File: config.mk
export PLATFORM = sky130hd
export DESIGN_NAME = phase_clkgen
export DESIGN_NICKNAME = d
export VERILOG_FILES = /design/src/rtl/pclk_pkg.sv /design/src/rtl/pclk_cfg_regs.sv /design/src/rtl/pclk_period_ctr.sv /design/src/rtl/pclk_tap_line.sv /design/src/rtl/pclk_phase_sel.sv /design/src/rtl/phase_clkgen.sv
export SDC_FILE = /design/constraint.sdc
export NUM_CORES = 1
export LEC_CHECK = 0
export BUFFER_PORTS_ARGS = -buffer_cell sky130_fd_sc_hd__clkbuf_2
export CORE_ASPECT_RATIO = 0.7
export CORE_MARGIN = 5
export CORE_UTILIZATION = 55
export DETAILED_ROUTE_END_ITERATION = 12
export GPL_TIMING_DRIVEN = 1
export PLACE_DENSITY = 0.84
export SYNTH_ARGS = -nofsm -noshare
export SYNTH_HDL_FRONTEND = slang
export SYNTH_SLANG_ARGS = --single-unit
File: constraint.sdc
create_clock -name clk_src -period 3.18 [get_ports clk_src]
set_clock_uncertainty 0.15 [all_clocks]
set_input_delay 0.636 -clock clk_src [delete_from_list [all_inputs] [get_ports clk_src]]
set_output_delay 0.636 -clock clk_src [all_outputs]
set_load 0.01 [all_outputs]
File: src/rtl/pclk_pkg.sv
// Shared constants for the phase clock divider.
// Assumes a 3-bit register select; phase registers are contiguous.
package pclk_pkg;
    localparam int ADDR_W       = 3;
    localparam int NUM_PHASE    = 3;
    localparam int PH_ADDR_BASE = 3;

    typedef enum logic [ADDR_W-1:0] {
        SEL_PERIOD = 3'd0,
        SEL_HIGH   = 3'd1,
        SEL_REF    = 3'd2
    } cfg_sel_e;
endpackage

File: src/rtl/pclk_cfg_regs.sv
// Staging and active configuration registers.
// Writes land in staging copies; the active set is refreshed from staging
// only when `load` (period counter wrap) is high. Assumes DATA_W > CNT_W.
module pclk_cfg_regs
    import pclk_pkg::*;
#(
    parameter int CNT_W  = 4,
    parameter int PH_W   = 3,
    parameter int DATA_W = 8
) (
    input  logic                              clk,
    input  logic                              rst_n,
    input  logic                              wr_en,
    input  logic [ADDR_W-1:0]                 wr_addr,
    input  logic [DATA_W-1:0]                 wr_data,
    input  logic                              load,
    output logic [CNT_W-1:0]                  p_act,
    output logic [CNT_W-1:0]                  h_act,
    output logic [CNT_W-1:0]                  m_act,
    output logic [NUM_PHASE-1:0][PH_W-1:0]    ph_act,
    output logic                              cfg_err
);
    logic [CNT_W-1:0]               p_stg;
    logic [CNT_W-1:0]               h_stg;
    logic [CNT_W-1:0]               m_stg;
    logic [NUM_PHASE-1:0][PH_W-1:0] ph_stg;
    logic                           p_legal;
    logic                           p_write;

    // Legal period: upper bits clear and low field non-zero.
    always_comb p_legal = (wr_data[DATA_W-1:CNT_W] == '0) && (wr_data[CNT_W-1:0] != '0);
    always_comb p_write = wr_en && (wr_addr == SEL_PERIOD);

    // Capture software writes into the staging copies.
    always_ff @(posedge clk) begin
        if (!rst_n) begin
            p_stg  <= CNT_W'(1);
            h_stg  <= '0;
            m_stg  <= CNT_W'(1);
            ph_stg <= '0;
        end else if (wr_en) begin
            if (p_write && p_legal) p_stg <= wr_data[CNT_W-1:0];
            if (wr_addr == SEL_HIGH) h_stg <= wr_data[CNT_W-1:0];
            if (wr_addr == SEL_REF)  m_stg <= wr_data[CNT_W-1:0];
            for (int i = 0; i < NUM_PHASE; i++) begin
                if (wr_addr == ADDR_W'(PH_ADDR_BASE + i)) ph_stg[i] <= wr_data[PH_W-1:0];
            end
        end
    end

    // Copy staging into the active set at the period boundary.
    always_ff @(posedge clk) begin
        if (!rst_n) begin
            p_act  <= CNT_W'(1);
            h_act  <= '0;
            m_act  <= CNT_W'(1);
            ph_act <= '0;
        end else if (load) begin
            p_act  <= p_stg;
            h_act  <= h_stg;
            m_act  <= m_stg;
            ph_act <= ph_stg;
        end
    end

    // Sticky flag for rejected period writes.
    always_ff @(posedge clk) begin
        if (!rst_n)                   cfg_err <= 1'b0;
        else if (p_write && !p_legal) cfg_err <= 1'b1;
    end
endmodule

File: src/rtl/pclk_period_ctr.sv
// Period counter and high-time compare.
// Counts 0..p_act, raises `wrap` in the last cycle, and drives the raw
// (unregistered) divided level. The high time is limited so that at least
// one low cycle remains. Assumes p_act >= 1 (enforced by the register block).
module pclk_period_ctr #(
    parameter int CNT_W = 4
) (
    input  logic             clk,
    input  logic             rst_n,
    input  logic [CNT_W-1:0] p_act,
    input  logic [CNT_W-1:0] h_act,
    output logic             wrap,
    output logic             raw,
    output logic             en_q
);
    logic [CNT_W-1:0] cnt;
    logic [CNT_W-1:0] h_eff;

    // Limit the high field so the period keeps one low cycle.
    always_comb h_eff = (h_act >= p_act) ? (p_act - CNT_W'(1)) : h_act;
    always_comb wrap  = (cnt == p_act);
    always_comb raw   = (cnt <= h_eff);

    // Advance the period counter, restarting after the last count.
    always_ff @(posedge clk) begin
        if (!rst_n)    cnt <= '0;
        else if (wrap) cnt <= '0;
        else           cnt <= cnt + CNT_W'(1);
    end

    // Period-start strobe, aligned with the registered divided clock.
    always_ff @(posedge clk) begin
        if (!rst_n) en_q <= 1'b0;
        else        en_q <= (cnt == '0);
    end
endmodule

File: src/rtl/pclk_tap_line.sv
// Delay line for the raw divided level.
// taps[0] is the raw level; taps[k] is that level delayed by k cycles.
// Assumes DEPTH >= 1.
module pclk_tap_line #(
    parameter int DEPTH = 14
) (
    input  logic           clk,
    input  logic           rst_n,
    input  logic           raw,
    output logic [DEPTH:0] taps
);
    logic [DEPTH-1:0] line;

    // Shift the raw level one stage per source cycle.
    always_ff @(posedge clk) begin
        if (!rst_n) line <= '0;
        else        line <= DEPTH'({line, raw});
    end

    assign taps = {line, raw};
endmodule

File: src/rtl/pclk_phase_sel.sv
// Phase tap selector for one shifted clock.
// Delay = code * floor((m_act+1) / 2**PH_W) cycles, picked from the tap line
// and registered, so code 0 matches the registered divided clock.
// Assumes DEPTH covers the largest code times the largest step.
module pclk_phase_sel #(
    parameter int CNT_W = 4,
    parameter int PH_W  = 3,
    parameter int DEPTH = 14
) (
    input  logic             clk,
    input  logic             rst_n,
    input  logic [DEPTH:0]   taps,
    input  logic [CNT_W-1:0] m_act,
    input  logic [PH_W-1:0]  code,
    output logic             ph_q
);
    localparam int STEP_W = CNT_W + 1;
    localparam int SH_W   = STEP_W + PH_W;

    logic [STEP_W-1:0] step;
    logic [SH_W-1:0]   shift;
    logic              sel;

    // One step is an eighth (for PH_W = 3) of the reference period, rounded down.
    always_comb step  = (STEP_W'(m_act) + STEP_W'(1)) >> PH_W;
    always_comb shift = SH_W'(code) * SH_W'(step);

    // Pick the tap that matches the requested delay.
    always_comb begin
        sel = taps[0];
        for (int k = 0; k <= DEPTH; k++) begin
            if (shift == SH_W'(k)) sel = taps[k];
        end
    end

    // Register the selected level.
    always_ff @(posedge clk) begin
        if (!rst_n) ph_q <= 1'b0;
        else        ph_q <= sel;
    end
endmodule

File: src/rtl/phase_clkgen.sv
// Top of the phase clock divider.
// Divides clk_src by (p+1) with a separate high time, emits a period-start
// strobe, and derives three phase-shifted copies (data out, data in, core).
// All outputs are registered in the clk_src domain.
module phase_clkgen
    import pclk_pkg::*;
#(
    parameter int CNT_W  = 4,
    parameter int PH_W   = 3,
    parameter int DATA_W = 8
) (
    input  logic              clk_src,
    input  logic              rst_n,
    input  logic              wr_en,
    input  logic [ADDR_W-1:0] wr_addr,
    input  logic [DATA_W-1:0] wr_data,
    output logic              div_clk,
    output logic              clk_en,
    output logic              dout_clk,
    output logic              din_clk,
    output logic              core_clk,
    output logic              cfg_err
);
    localparam int MAX_STEP  = (2 ** CNT_W) >> PH_W;
    localparam int DEPTH_RAW = ((2 ** PH_W) - 1) * MAX_STEP;
    localparam int DEPTH     = (DEPTH_RAW < 1) ? 1 : DEPTH_RAW;

    logic [CNT_W-1:0]               p_act;
    logic [CNT_W-1:0]               h_act;
    logic [CNT_W-1:0]               m_act;
    logic [NUM_PHASE-1:0][PH_W-1:0] ph_act;
    logic                           wrap;
    logic                           raw;
    logic [DEPTH:0]                 taps;
    logic [NUM_PHASE-1:0]           ph_bus;

    pclk_cfg_regs #(.CNT_W(CNT_W), .PH_W(PH_W), .DATA_W(DATA_W)) u_regs (
        .clk     (clk_src),
        .rst_n   (rst_n),
        .wr_en   (wr_en),
        .wr_addr (wr_addr),
        .wr_data (wr_data),
        .load    (wrap),
        .p_act   (p_act),
        .h_act   (h_act),
        .m_act   (m_act),
        .ph_act  (ph_act),
        .cfg_err (cfg_err)
    );

    pclk_period_ctr #(.CNT_W(CNT_W)) u_ctr (
        .clk   (clk_src),
        .rst_n (rst_n),
        .p_act (p_act),
        .h_act (h_act),
        .wrap  (wrap),
        .raw   (raw),
        .en_q  (clk_en)
    );

    pclk_tap_line #(.DEPTH(DEPTH)) u_taps (
        .clk   (clk_src),
        .rst_n (rst_n),
        .raw   (raw),
        .taps  (taps)
    );

    // One selector per phase output.
    for (genvar i = 0; i < NUM_PHASE; i++) begin : g_phase
        pclk_phase_sel #(.CNT_W(CNT_W), .PH_W(PH_W), .DEPTH(DEPTH)) u_sel (
            .clk   (clk_src),
            .rst_n (rst_n),
            .taps  (taps),
            .m_act (m_act),
            .code  (ph_act[i]),
            .ph_q  (ph_bus[i])
        );
    end

    assign div_clk  = taps[1];
    assign dout_clk = ph_bus[0];
    assign din_clk  = ph_bus[1];
    assign core_clk = ph_bus[2];
endmodule

* Word-level counts from Yosys, hierarchy flattened *
Index checks and enable logic that the tools add are counted.
Widths: inputs -> output; s select.

word-level totals
  ROM bits = 0
  memories kept = 0
  register bits after elaboration = 65
  latch bits = 0
  output and inout bits = 6
  bits in writable memories = 0
  input port bits = 14

cells by class
  multiply operators = 3
  eq/ne operators = 48
  shifts and indexed selects = 0
  reductions and logical operators = 16
  mux-type cells = 43
  add/sub/neg operators = 3
  div/mod/pow operators = 0
  order comparisons = 2
  bitwise logic cells = 1

operators by type and width
  cell                 count
  $eq 8x4->1 const B   21
  $eq 8x3->1 const B   12
  $eq 8x2->1 const B   6
  $mux 1               42
  $eq 8x1->1 const B   3
  $mul 3x2->5          3
  $reduce_and 2->1     6
  $logic_not 4->1      2
  $eq 3x2->1 const B   2
  $eq 3x3->1 const B   2
  $add 4x1->5 const B  1
  $add 4x1->4 const B  1
  $eq 4x4->1           1
  $ge 4x4->1           1
  $le 4x4->1           1
  $logic_and 1x1->1    4
  $mux 4               1
  $reduce_bool 4->1    1
  $sub 4x1->4 const B  1
  $eq 3x1->1 const B   1
  $logic_not 3->1      1
  $reduce_or 2->1      1
  $logic_not 1->1      1
  $not 1->1            1

* Logic depth before layout (Yosys ltp) *
Gate-level depths: netlist of run 1.

  depth in word-level cells = 17
  gate-level depth with buffers = 15
  depth with buffers taken out = 15

* Cells and area by module *
A second synthesis of run 1 with hierarchy kept.

second synthesis, totals
  cell total of the unflattened synthesis = 470
  area total of the unflattened synthesis = 4,265.3 µm²

by module, submodules not included
  module                                 cells an instance  times used  area an instance (µm²)
  pclk_cfg_regs                          153                1           1,709.1
  pclk_phase_sel (g_phase[1].u_sel ...)  76                 2           545.5
  pclk_phase_sel (g_phase[0].u_sel)      76                 1           546.8
  pclk_period_ctr                        59                 1           519.2
  pclk_tap_line                          30                 1           399.1

* Worst setup path before layout of run 1 *
OpenSTA, ideal clock, no wires.

  kind = register -> register
  from = register u_regs.m_act[1]
  to = register g_phase[0].u_sel.ph_q
  arrival time = 3,007 ps
  stages on the path, launching flop included = 14
  buffers on the path = 2
  required time = 2,939 ps
  path slack = -68 ps
  period minus slack after synthesis = 3,248 ps
  cells stage by stage = dfxtp_1 > and3_1 > buf_6 > xnor2_1 > nor2b_1 > ha_1 > fa_1 > buf_4 > nor2b_1 > nand2_1 > mux2_4 > nor3b_1 > o311ai_1 > a311oi_1

on the way
  word-level cells in the longest chain between the ends = 17
  elaborated cells between the ends (all ways) = 30

RTL lines
  what                    line                  RTL
  start, declared         pclk_cfg_regs.sv:19   output logic [CNT_W-1:0] m_act,
  start signal, assigned  pclk_cfg_regs.sv:61   m_act <= m_stg;
  $add 4x1->5 *           pclk_phase_sel.sv:25  always_comb step = (STEP_W'(m_act) + STEP_W'(1)) >> PH_W;
  $mul 3x2->5 *           pclk_phase_sel.sv:26  always_comb shift = SH_W'(code) * SH_W'(step);
  $eq 8x1->1              pclk_phase_sel.sv:32  if (shift == SH_W'(k)) sel = taps[k];
  $mux 1 (13 in a row)    pclk_phase_sel.sv:32
  $mux 1 *                pclk_phase_sel.sv:32
  end signal, assigned    pclk_phase_sel.sv:39  else ph_q <= sel;
  end, declared           pclk_phase_sel.sv:15  output logic ph_q

Every way passes the cells marked *; elsewhere a longest branch is shown, timed or not.
A chain may end at the register's enable or synchronous reset.

* Worst setup path after layout of run 1 *
  from = register u_regs.h_act[0]
  to = register g_phase[1].u_sel.ph_q

on the way
  word-level cells in the longest chain between the ends = 17

RTL lines
  what                    line                   RTL
  start, declared         pclk_cfg_regs.sv:18    output logic [CNT_W-1:0] h_act,
  start signal, assigned  pclk_cfg_regs.sv:60    h_act <= h_stg;
  $ge 4x4->1              pclk_period_ctr.sv:20  always_comb h_eff = (h_act >= p_act) ? (p_act - CNT_W'(1)) : h_act;
  $mux 4 *                pclk_period_ctr.sv:20
  $le 4x4->1 *            pclk_period_ctr.sv:22  always_comb raw = (cnt <= h_eff);
  $mux 1 * (14 in a row)  pclk_phase_sel.sv:32
  end signal, assigned    pclk_phase_sel.sv:39
  end, declared           pclk_phase_sel.sv:15

Marks and branches as above.

==> reports/qor.txt, run 1 <==
post-synth net total: 468
WL per Instance: 17.0 um
Clock Latency Late Sink: 0.37 ns
CP Cell Sequence: inv_2, ha_4, nand2b_4, a21o_1, a21o_1, a21oi_4, mux2i_2, ha_1, nor2b_4, o211ai_1, a21oi_4, buf_4, o311ai_4, nand4_1, a22oi_2
clock sinks: 65
top-count cell post-synth: dfxtp_1
TritonCTS Buffers: 9
Peak Freq: 0.311 GHz
Max Slew Vio Count: 0
Avg Synthesized Cell Area: 9.00 um^2
hpwl dp: 7.03 mm
GPL Wtd Cong: 0.989
CP startpoint kind: register
full die area: 8910 um^2
#FFs+latches synth: 65
Synth warnings: 0
Residual DRC: 0
register area: 1310 um^2
Fillers: 540
worst path bufs/invs: 2
post-placement cell count: 547
outcome: complete, but fails checks
kind of end point of the critical path: register
Vias/cell: 5.96
Antenna Nets Post-Route: 0
clk buf depth: 2
Std-Cell Rows: 25
Req. time, crit path: 3.32 ns
port bufs: 19
vias in the first global route: 3380
Area Growth Syn to Fin: 16.2%
largest net degree at the start of global routing: 42
CTS tree: built
Nets: 502
Crit Path Max Fanout: 4
Crit path max-delay family: compound AO/OA/AOI/OAI gates
Post-Route WL: 9.65 mm
Synth area leader: dfxtp_1
Setup CP Type: register to register
Post-synth EDFFs: 0
failing checks: setup timing
Hold Fails Final Rpt: 0
RSZ-0062 raised after global routing: yes
max_cap viols: 0
die width: 111 um
via count: 3379
synthesized netlist cell count: 434
VDD IR-drop max: 0.000388 V
Starting DRT DRC Count: 260
Synth Flop Type: dfxtp_1
critical path's slowest cell: dfxtp_2
CTS Root Cell: clkbuf_8
core area: 6820 um^2
setup violators final: 2
clock slew at reported path FFs: 0.07 ns
fin cells: 567
Initial Util: 57.3%
PwrDens: 438 nW/um^2
worst slew pin tran: 0.770 ns
Final Cycle Share: 101%
Worst path max stage delay: 0.34 ns
Synth area leaders: dfxtp_1, mux2i_1, nor2_1
post-synthesis sequential area ratio: 33.3%
grt ovf: 0
antenna violations before repair: 0
CP arrival: 3.35 ns
fin util: 66.5%
Antenna Diode Count: 0
First-pass DRT Iterations: 6
Yosys cell types: 65
synth cell count leaders: dfxtp_1, nor2_1, mux2i_1, nand2_1, inv_1
leakage: 1.87 nW
Die H: 80.5 um
I/O pin count: 20
asr flop ratio synth: 0%
Post-Syn Area: 3900 um^2
htree depth: 3
Rel. slew slack: 48.5%
area of the multi-input gates: 2540 um^2
minimum clock period: 3.21 ns
global-route wire length before repair: 16.3 mm
Yosys top cell area share: 33.3%
Worst Setup Slack, final: -0.0314 ns
GRT Overall Usage: 22.7%
layout cell share with drive strength beyond 1: 19.7%
HP Class: register to register
## cell usage in the layout (no fill, tap or decap), types with 3 or more instances in the layout
master     Yosys  layout
nor2_1        61      61
dfxtp_1       65      61
mux2i_1       57      56
nand2_1       22      22
buf_4          2      22
clkbuf_2       0      19
inv_1         20      18
and2_1        17      17
ha_1          17      16
o21ai_0       14      14
a21oi_1       14      12
clkbuf_8       0      11
nor2b_1       10       8
xnor2_1        8       7
nor3_1         7       7
nand4_1        6       6
a21o_1         5       5
nand2b_1       6       5
a211oi_1       5       5
nand3_1        4       4
nand4b_1       4       4
o31ai_1        4       4
dfxtp_2        0       4
and4_1         3       3
o211ai_1       3       3
o2111ai_1      3       3
o221ai_1       3       3
nor4_1         4       3
a211o_1        3       3
a31oi_1        3       3
fa_1           3       3
## cells by family after synthesis
logic type / after synthesis / synth area share (%)
flops: 65 / 33.3
xor+xnor: 10 / 2.24
buf+inv: 38 / 5.03
compound gates: 81 / 15.2
mux: 61 / 16.5
simple gates: 159 / 20.7
fa+ha+maj: 20 / 6.98
## tightest hold or removal path, delay by kind of cell (launching register included)
kind	cells	cell delay (ns)
flip-flops	1	0.33
AND/OR/NAND/NOR	2	0.12
## through the flow
stage / setup WS [ns] / cell area (um^2) / setup TNS, ns / power, W / hold WS (ns)
after floorplan: 0.0229 / 3920 / 0 / 0.00104 / 0.287
after global placement: -0.0603 / 4150 / -0.0901 / 0.00112 / 0.299
after detailed placement: -0.285 / 4150 / -0.617 / 0.00113 / 0.318
after CTS: 0.0306 / 4470 / 0 / 0.00198 / 0.335
after global routing: -0.157 / 4540 / -0.426 / 0.00207 / 0.372
final: -0.0314 / 4540 / -0.0598 / 0.00199 / 0.332
## repair_timing
action                     in CTS  in global routing
buffers inserted                3                  1
gates resized for setup        12                 12
hold buffers                    0                  0
setup endpoints to repair       3                  3
pin swaps                       9                  8
## flip-flops by register name (all words and copies together) (netlist names), 3 cells and up
name / cells
u_taps.line: 14
u_regs.ph_act: 9
u_regs.ph_stg: 9
u_ctr.cnt: 4
u_regs.h_act: 4
u_regs.h_stg: 4
u_regs.m_act: 4
u_regs.m_stg: 4
u_regs.p_act: 4
u_regs.p_stg: 4
g_phase.u_sel.ph_q: 3
## final timing paths
kind                    from               endpoint  slack (ns)  depth (start not counted)
min reg2reg   u_regs.cfg_err         u_regs.cfg_err        0.33                          2
max reg2reg  u_regs.h_act[0]  g_phase[1].u_sel.ph_q       -0.03                         15
max          u_regs.h_act[0]  g_phase[1].u_sel.ph_q       -0.03                         15
min           u_regs.cfg_err         u_regs.cfg_err        0.33                          2
## routing by layer
layer / part of all wire, % / GRT usage [%] / vias to the layer above
met5: 0 / 0 / -
met4: 1.8 / 8.00 / 0
met3: 8.4 / 6.17 / 19
met2: 44 / 36.9 / 124
met1: 45 / 29.0 / 1606
li1: - / - / 1630
## report_power, final
group          internal (W)  total, W  switching [W]
clock              0.000489  0.000828       0.000338
sequential         0.000845  0.000872      0.0000271
combinational      0.000143  0.000287       0.000144
## final cells by class
type,instances,share of cell area [%]
repair buffers,41,5.74
clock buffers,11,3.34
flip-flops and latches,65,28.8
well taps,94,2.59
clock inverters,5,1.90
multi-input cells,331,56.0
inverters,20,1.65
Note: power is estimated with default switching activity, not from simulation.
==> inputs of run 2 (changes only) <==
--- a/config.mk
+++ b/config.mk
@@ -11,7 +11,7 @@
 export CORE_UTILIZATION = 55
 export DETAILED_ROUTE_END_ITERATION = 12
 export GPL_TIMING_DRIVEN = 1
-export PLACE_DENSITY = 0.84
+export PLACE_DENSITY = 0.72
 export SYNTH_ARGS = -nofsm -noshare
 export SYNTH_HDL_FRONTEND = slang
 export SYNTH_SLANG_ARGS = --single-unit
==> reports/qor.txt, run 2 (synthesized netlist as in run 1, its figures left out) <==
port bufs: 19 (unchanged)
Vias/cell: 6.00 (was 5.96)
worst slew pin tran: 0.826 ns (was 0.770 ns)
clk buf depth: 2 (unchanged)
Nets: 501 (was 502)
commonest non-fill, non-tap cell in the layout: dfxtp_1
HP Class: register to register (unchanged)
Initial Util: 57.3% (unchanged)
PwrDens: 447 nW/um^2 (was 438 nW/um^2)
Post-Route WL: 9.72 mm (was 9.65 mm)
leakage: 1.86 nW (was 1.87 nW)
outcome: complete, but fails checks (unchanged)
CP startpoint kind: register (unchanged)
Setup CP Type: register to register (unchanged)
WL met3: 564 um (was 808 um)
max layer used: met4 (unchanged)
WL per Instance: 17.2 um (was 17.0 um)
vias in the first global route: 3303 (was 3380)
Starting DRT DRC Count: 295 (was 260)
Die H: 80.5 um (unchanged)
CTS Root Cell: clkbuf_8 (unchanged)
met2 wire len: 4.17 mm (was 4.28 mm)
Req. time, crit path: 3.24 ns (was 3.32 ns)
First-pass DRT Iterations: 6 (unchanged)
TritonCTS Buffers: 9 (unchanged)
Max Slew Vio Count: 0 (unchanged)
max reg flops: 14 (unchanged)
failing checks: setup timing (unchanged)
Final Cycle Share: 101% (about the same)
GPL Wtd Cong: 0.922 (was 0.989)
Crit Path Max Fanout: 4 (unchanged)
Peak Freq: 0.311 GHz (about the same)
Rel. slew slack: 44.8% (was 48.5%)
Worst R2R Start: u_regs.h_act[0] (unchanged)
register area: 1300 um^2 (was 1310 um^2)
kind of end point of the critical path: register (unchanged)
Std-Cell Rows: 25 (unchanged)
area of the multi-input gates: 2500 um^2 (was 2540 um^2)
setup violators final: 2 (unchanged)
minimum clock period: 3.21 ns (about the same)
most frequent cells in the layout: dfxtp_1, nor2_1, mux2i_1 (was nor2_1, dfxtp_1, mux2i_1)
clock sinks: 65 (unchanged)
Reg with most FFs: u_taps.line (unchanged)
grt ovf: 0 (unchanged)
Met1 Wirelength: 4.67 mm (was 4.39 mm)
VDD IR-drop max: 0.000234 V (was 0.000388 V)
via count: 3394 (was 3379)
Placed Instance Area: 4150 um^2 (about the same)
Hold Fails Final Rpt: 0 (unchanged)
Antenna Diode Count: 0 (unchanged)
core area: 6820 um^2 (unchanged)
global-route wire length before repair: 16.4 mm (was 16.3 mm)
Fillers: 561 (was 540)
cell area after layout: 4510 um^2 (was 4540 um^2)
htree depth: 3 (unchanged)
Fin Setup TNS: -0.0467 ns (was -0.0598 ns)
antenna violations before repair: 0 (unchanged)
Residual DRC: 0 (unchanged)
full die area: 8910 um^2 (unchanged)
hpwl dp: 6.77 mm (was 7.03 mm)
Clock Latency Late Sink: 0.34 ns (was 0.37 ns)
# hold bufs at CTS: 0 (unchanged)
Top Registers: u_taps.line (14), u_regs.ph_act (9), u_regs.ph_stg (9) (unchanged)
Area Growth Syn to Fin: 15.4% (was 16.2%)
GRT Overall Usage: 23.0% (was 22.7%)
CTS tree: built (unchanged)
critical path launch point: u_regs.h_act[0] (unchanged)
origin of the worst min-delay path: u_regs.cfg_err (unchanged)
max_cap viols: 0 (unchanged)
clock slew at reported path FFs: 0.07 ns (about the same)
layout cell share with drive strength beyond 1: 17.8% (was 19.7%)
largest net degree at the start of global routing: 42 (unchanged)
RSZ-0062 raised after global routing: yes (unchanged)
Worst Setup Slack, final: -0.0306 ns (was -0.0314 ns)
die width: 111 um (unchanged)
I/O pin count: 20 (unchanged)
CP arrival: 3.28 ns (was 3.35 ns)
Antenna Nets Post-Route: 0 (unchanged)
==> run 2: worst paths after layout <==
| kind | end | slack [ns] | cells past startpoint |
|---|---|---|---|
| setup / recovery | g_phase[0].u_sel.ph_q | -0.03 | 15 |
| hold / removal | u_regs.cfg_err | 0.34 | 2 |
| setup reg to reg | g_phase[0].u_sel.ph_q | -0.03 | 15 |
| hold reg to reg | u_regs.cfg_err | 0.34 | 2 |
==> run 2: worst max-delay path: stages (launching register included) <==
cell	delay, ns
dfxtp_2	0.34
inv_2	0.05
ha_4	0.23
nand2b_4	0.13
a21o_1	0.16
a21o_1	0.18
a21oi_4	0.18
buf_6	0.13
mux2i_1	0.07
ha_1	0.31
buf_6	0.11
o211ai_1	0.16
a21oi_4	0.28
o21ba_2	0.20
o311ai_2	0.28
a311oi_1	0.12
==> run 2: area by class of cell <==
class | count | area share, %
Clock inverter | 5 | 2.28
Clock buffer | 11 | 3.14
Timing Repair Buffer | 40 | 5.86
Multi-Input combinational cell | 331 | 55.6
Inverter | 20 | 1.67
Sequential cell | 65 | 28.9
Tap cell | 94 | 2.61
==> run 2: metal layers <==
layer	global-route usage (%)	vias up
li1	-	1637
met1	30.8	1596
met2	35.8	130
met3	4.82	31
met4	10.1	0
met5	0	-
==> run 2: what timing repair did <==
item	in CTS	in global routing
gates resized for setup	16	1
setup endpoints to repair	3	3
setup buffers	2	0
pin swaps	10	4
==> run 2: stage by stage <==
stage	total power (W)	setup WS, ns	instances	utilization [%]	hold slack [ns]
6_report	0.00202	-0.0306	566	66.1	0.342
5_1_grt	0.00210	-0.176	566	66.1	0.346
4_1_cts	0.00202	0.0106	566	65.9	0.338
3_5_place_dp	0.00113	-0.250	548	60.9	0.322
3_3_place_gp	0.00112	-0.0819	548	60.9	0.301
2_1_floorplan	0.00104	0.0229	434	-	0.287
==> run 2: where the power goes <==
part / internal (W) / switching [W]
clock network: 0.000541 / 0.000325
registers: 0.000845 / 0.0000287
logic: 0.000132 / 0.000144
==> inputs of run 3 (changes only) <==
--- a/config.mk
+++ b/config.mk
@@ -5,6 +5,7 @@
 export SDC_FILE = /design/constraint.sdc
 export NUM_CORES = 1
 export LEC_CHECK = 0
+export ABC_AREA = 1
 export BUFFER_PORTS_ARGS = -buffer_cell sky130_fd_sc_hd__clkbuf_2
 export CORE_ASPECT_RATIO = 0.7
 export CORE_MARGIN = 5
==> reports/qor.txt, run 3 <==
outcome: complete, but fails checks (unchanged)
failing checks: setup timing (unchanged)
top-count cell post-synth: nor2_1 (was dfxtp_1)
register share of total power: 31.9% (was 43.3%)
First-pass DRT Iterations: 10 (was 6)
Hold Fails Final Rpt: 0 (unchanged)
clock slew at reported path FFs: 0.08 ns (was 0.07 ns)
register area: 1310 um^2 (was 1300 um^2)
Top Registers: u_taps.line (14), u_regs.ph_act (9), u_regs.ph_stg (9) (unchanged)
synthesized netlist cell count: 572 (was 434)
Yosys top cell area share: 34.1% (was 33.3%)
Vias/cell: 5.11 (was 6.00)
# hold bufs at CTS: 0 (unchanged)
GPL Wtd Cong: 0.895 (was 0.922)
WL per Instance: 12.8 um (was 17.2 um)
hpwl dp: 6.55 mm (was 6.77 mm)
Antenna Diode Count: 0 (unchanged)
setup violators final: 2 (unchanged)
Synth Flop Type: dfxtp_1 (unchanged)
HP Class: register to register (unchanged)
max reg flops: 14 (unchanged)
CP startpoint kind: register (unchanged)
TritonCTS Buffers: 9 (unchanged)
clock sinks: 65 (unchanged)
asr flop ratio synth: 0% (unchanged)
die width: 110 um (was 111 um)
largest net degree at the start of global routing: 35 (was 42)
Worst path max stage delay: 0.36 ns (was 0.34 ns)
RSZ-0062 raised after global routing: yes (unchanged)
#FFs+latches synth: 65 (unchanged)
global-route wire length before repair: 15.3 mm (was 16.4 mm)
max_cap viols: 0 (unchanged)
commonest non-fill, non-tap cell in the layout: nor2_1 (was dfxtp_1)
logic gate share of total power: 46.3% (was 13.7%)
Post-Route WL: 8.97 mm (was 9.72 mm)
Avg Synthesized Cell Area: 6.67 um^2 (was 9.00 um^2)
Initial Util: 56.5% (was 57.3%)
Final Cycle Share: 101% (about the same)
Synth warnings: 0 (unchanged)
core area: 6760 um^2 (was 6820 um^2)
dpl ws: -0.163 ns (was -0.250 ns)
Starting DRT DRC Count: 195 (was 295)
vias in the first global route: 3292 (was 3303)
grt ovf: 0 (unchanged)
GRT Overall Usage: 22.4% (was 23.0%)
Post-synth EDFFs: 0 (unchanged)
Peak Freq: 0.312 GHz (was 0.311 GHz)
Psw: 0.00132 W (was 0.000497 W)
Clock Latency Late Sink: 0.35 ns (was 0.34 ns)
kind of end point of the critical path: register (unchanged)
Fillers: 647 (was 561)
worst slew pin tran: 0.607 ns (was 0.826 ns)
worst path bufs/invs: 4 (was 3)
Reg with most FFs: u_taps.line (unchanged)
critical path's slowest cell: dfxtp_4 (was dfxtp_2)
Rel. slew slack: 59.6% (was 44.8%)
Setup CP Type: register to register (unchanged)
fin cells: 703 (was 566)
most frequent cells in the layout: nor2_1, inv_1, nand2_1 (was dfxtp_1, nor2_1, mux2i_1)
Worst Setup Slack, final: -0.0221 ns (was -0.0306 ns)
Req. time, crit path: 3.31 ns (was 3.24 ns)
Max Slew Vio Count: 0 (unchanged)
synth cell count leaders: nor2_1, inv_1, nand2_1, dfxtp_1 (was dfxtp_1, nor2_1, mux2i_1, nand2_1, inv_1)
post-synthesis sequential area ratio: 34.1% (was 33.3%)
cell-internal power: 0.00194 W (was 0.00152 W)
antenna violations before repair: 0 (unchanged)
post-placement cell count: 682 (was 548)
Residual DRC: 0 (unchanged)
CP arrival: 3.33 ns (was 3.28 ns)
minimum clock period: 3.20 ns (was 3.21 ns)
CTS Root Cell: clkbuf_8 (unchanged)
Crit Path Max Fanout: 4 (unchanged)
Crit path max-delay family: simple AND/OR/NAND/NOR gates (was compound AO/OA/AOI/OAI gates)
PwrDens: 744 nW/um^2 (was 447 nW/um^2)
I/O pin count: 20 (unchanged)
post-synth net total: 606 (was 468)
full die area: 8730 um^2 (was 8910 um^2)
Antenna Nets Post-Route: 0 (unchanged)
Synth area leaders: dfxtp_1, nor2_1, inv_1 (was dfxtp_1, mux2i_1, nor2_1)
port bufs: 19 (unchanged)
Fin Setup TNS: -0.0242 ns (was -0.0467 ns)
VDD IR-drop max: 0.000447 V (was 0.000234 V)
Die H: 79.7 um (was 80.5 um)
layout cell share with drive strength beyond 1: 16.4% (was 17.8%)
Post-Syn Area: 3820 um^2 (was 3900 um^2)
via count: 3594 (was 3394)
Synth area leader: dfxtp_1 (unchanged)
Top cell by count, worst path: nand2_1
htree depth: 3 (unchanged)
Nets: 638 (was 501)
area of the multi-input gates: 2200 um^2 (was 2500 um^2)
Area Growth Syn to Fin: 15.0% (was 15.4%)
leakage: 2.07 nW (was 1.86 nW)
Yosys cell types: 33 (was 65)
CTS tree: built (unchanged)
Net Sw Frac: 40.5% (was 24.7%)
Clock Power Share: 21.8% (was 43.0%)
clk buf depth: 2 (unchanged)
Std-Cell Rows: 25 (unchanged)
## run 3: cell types whose count changed in the layout (fill, tap and decap cells not counted), moves of 8 or more
cell,previous run,this run
nand2_2,0,13
nor2b_1,9,0
a21oi_1,11,38
nand3_1,4,35
inv_1,19,87
inv_2,1,9
mux2i_1,57,0
and2_1,17,0
o21ai_0,14,38
nand2_1,22,83
nor2_1,61,117
## run 3: stage by stage
step	hold WS, ns	cell area (um^2)	utilization (%)	total power (W)
finish	0.292	4390	65.0	0.00327
global route	0.312	4390	65.0	0.00357
CTS	0.293	4350	64.4	0.00317
detailed placement	0.281	4050	60.0	0.00229
global placement	0.280	4050	60.0	0.00224
floorplan	0.263	3820	-	0.00201
## run 3: worst reg2reg max path, delay by kind of cell, from the launching register on
kind | cells | cell delay (ns)
buf+inv | 4 | 0.35
compound gates | 5 | 0.59
fa+ha+maj | 2 | 0.50
flops | 1 | 0.36
simple gates | 18 | 1.18
## run 3: power by group through the flow
| stage | Sequential [W] | Clock [W] | Combinational, W |
|---|---|---|---|
| 2_1_floorplan | 0.00104 | 0 | 0.000963 |
| 3_3_place_gp | 0.00105 | 0 | 0.00119 |
| 3_5_place_dp | 0.00105 | 0 | 0.00124 |
| 4_1_cts | 0.00104 | 0.000727 | 0.00140 |
| 5_1_grt | 0.00106 | 0.000769 | 0.00174 |
| 6_report | 0.00104 | 0.000711 | 0.00151 |
## run 3: path summary, 6_finish.rpt
check,slack (ns),startpoint,cells after the start,end
worst max register to register,-0.02,u_regs.h_act[1],29,g_phase[1].u_sel.ph_q
worst max-delay path,-0.02,u_regs.h_act[1],29,g_phase[1].u_sel.ph_q
worst min register to register,0.29,u_regs.ph_stg[1],2,u_regs.ph_stg[1]
worst min-delay path,0.29,u_regs.ph_stg[1],2,u_regs.ph_stg[1]
## run 3: timing repair
| action | 4_1_cts | 5_1_grt |
|---|---|---|
| gates resized for setup | 21 | 9 |
| pin swaps | 11 | 9 |
| gates cloned | 0 | 0 |
| setup endpoints to repair | 3 | 3 |
| setup buffers | 3 | 2 |
## run 3: cell families (layout without fill, tap and decap cells)
family | Yosys count | in the layout | synth area share (%)
adder cells (fa/ha/maj) | 20 | 20 | 7.15
buffers and inverters | 107 | 144 | 10.7
flip-flops | 65 | 65 | 34.1
XOR/XNOR | 7 | 7 | 1.61
AND/OR/NAND/NOR | 276 | 276 | 32.6
multiplexers | 2 | 2 | 0.590
AO/OA/AOI/OAI | 95 | 95 | 13.2
## run 3: cell type report
class                   count  share of cell area, %
clock inverters             6                   1.51
clock buffers              10                   2.91
inverters                  96                   8.21
repair buffers             32                   4.76
flip-flops and latches     65                   29.8
multi-input cells         400                   50.2
well taps                  94                   2.68
## run 3: per-layer routing
| layer | GRT usage (%) | routed length [um] | up-vias |
|---|---|---|---|
| met3 | 5.42 | 508 | 7 |
| li1 | - | - | 1878 |
| met5 | 0 | 0 | - |
| met2 | 30.7 | 3590 | 85 |
| met4 | 7.10 | 71 | 0 |
| met1 | 33.8 | 4810 | 1624 |
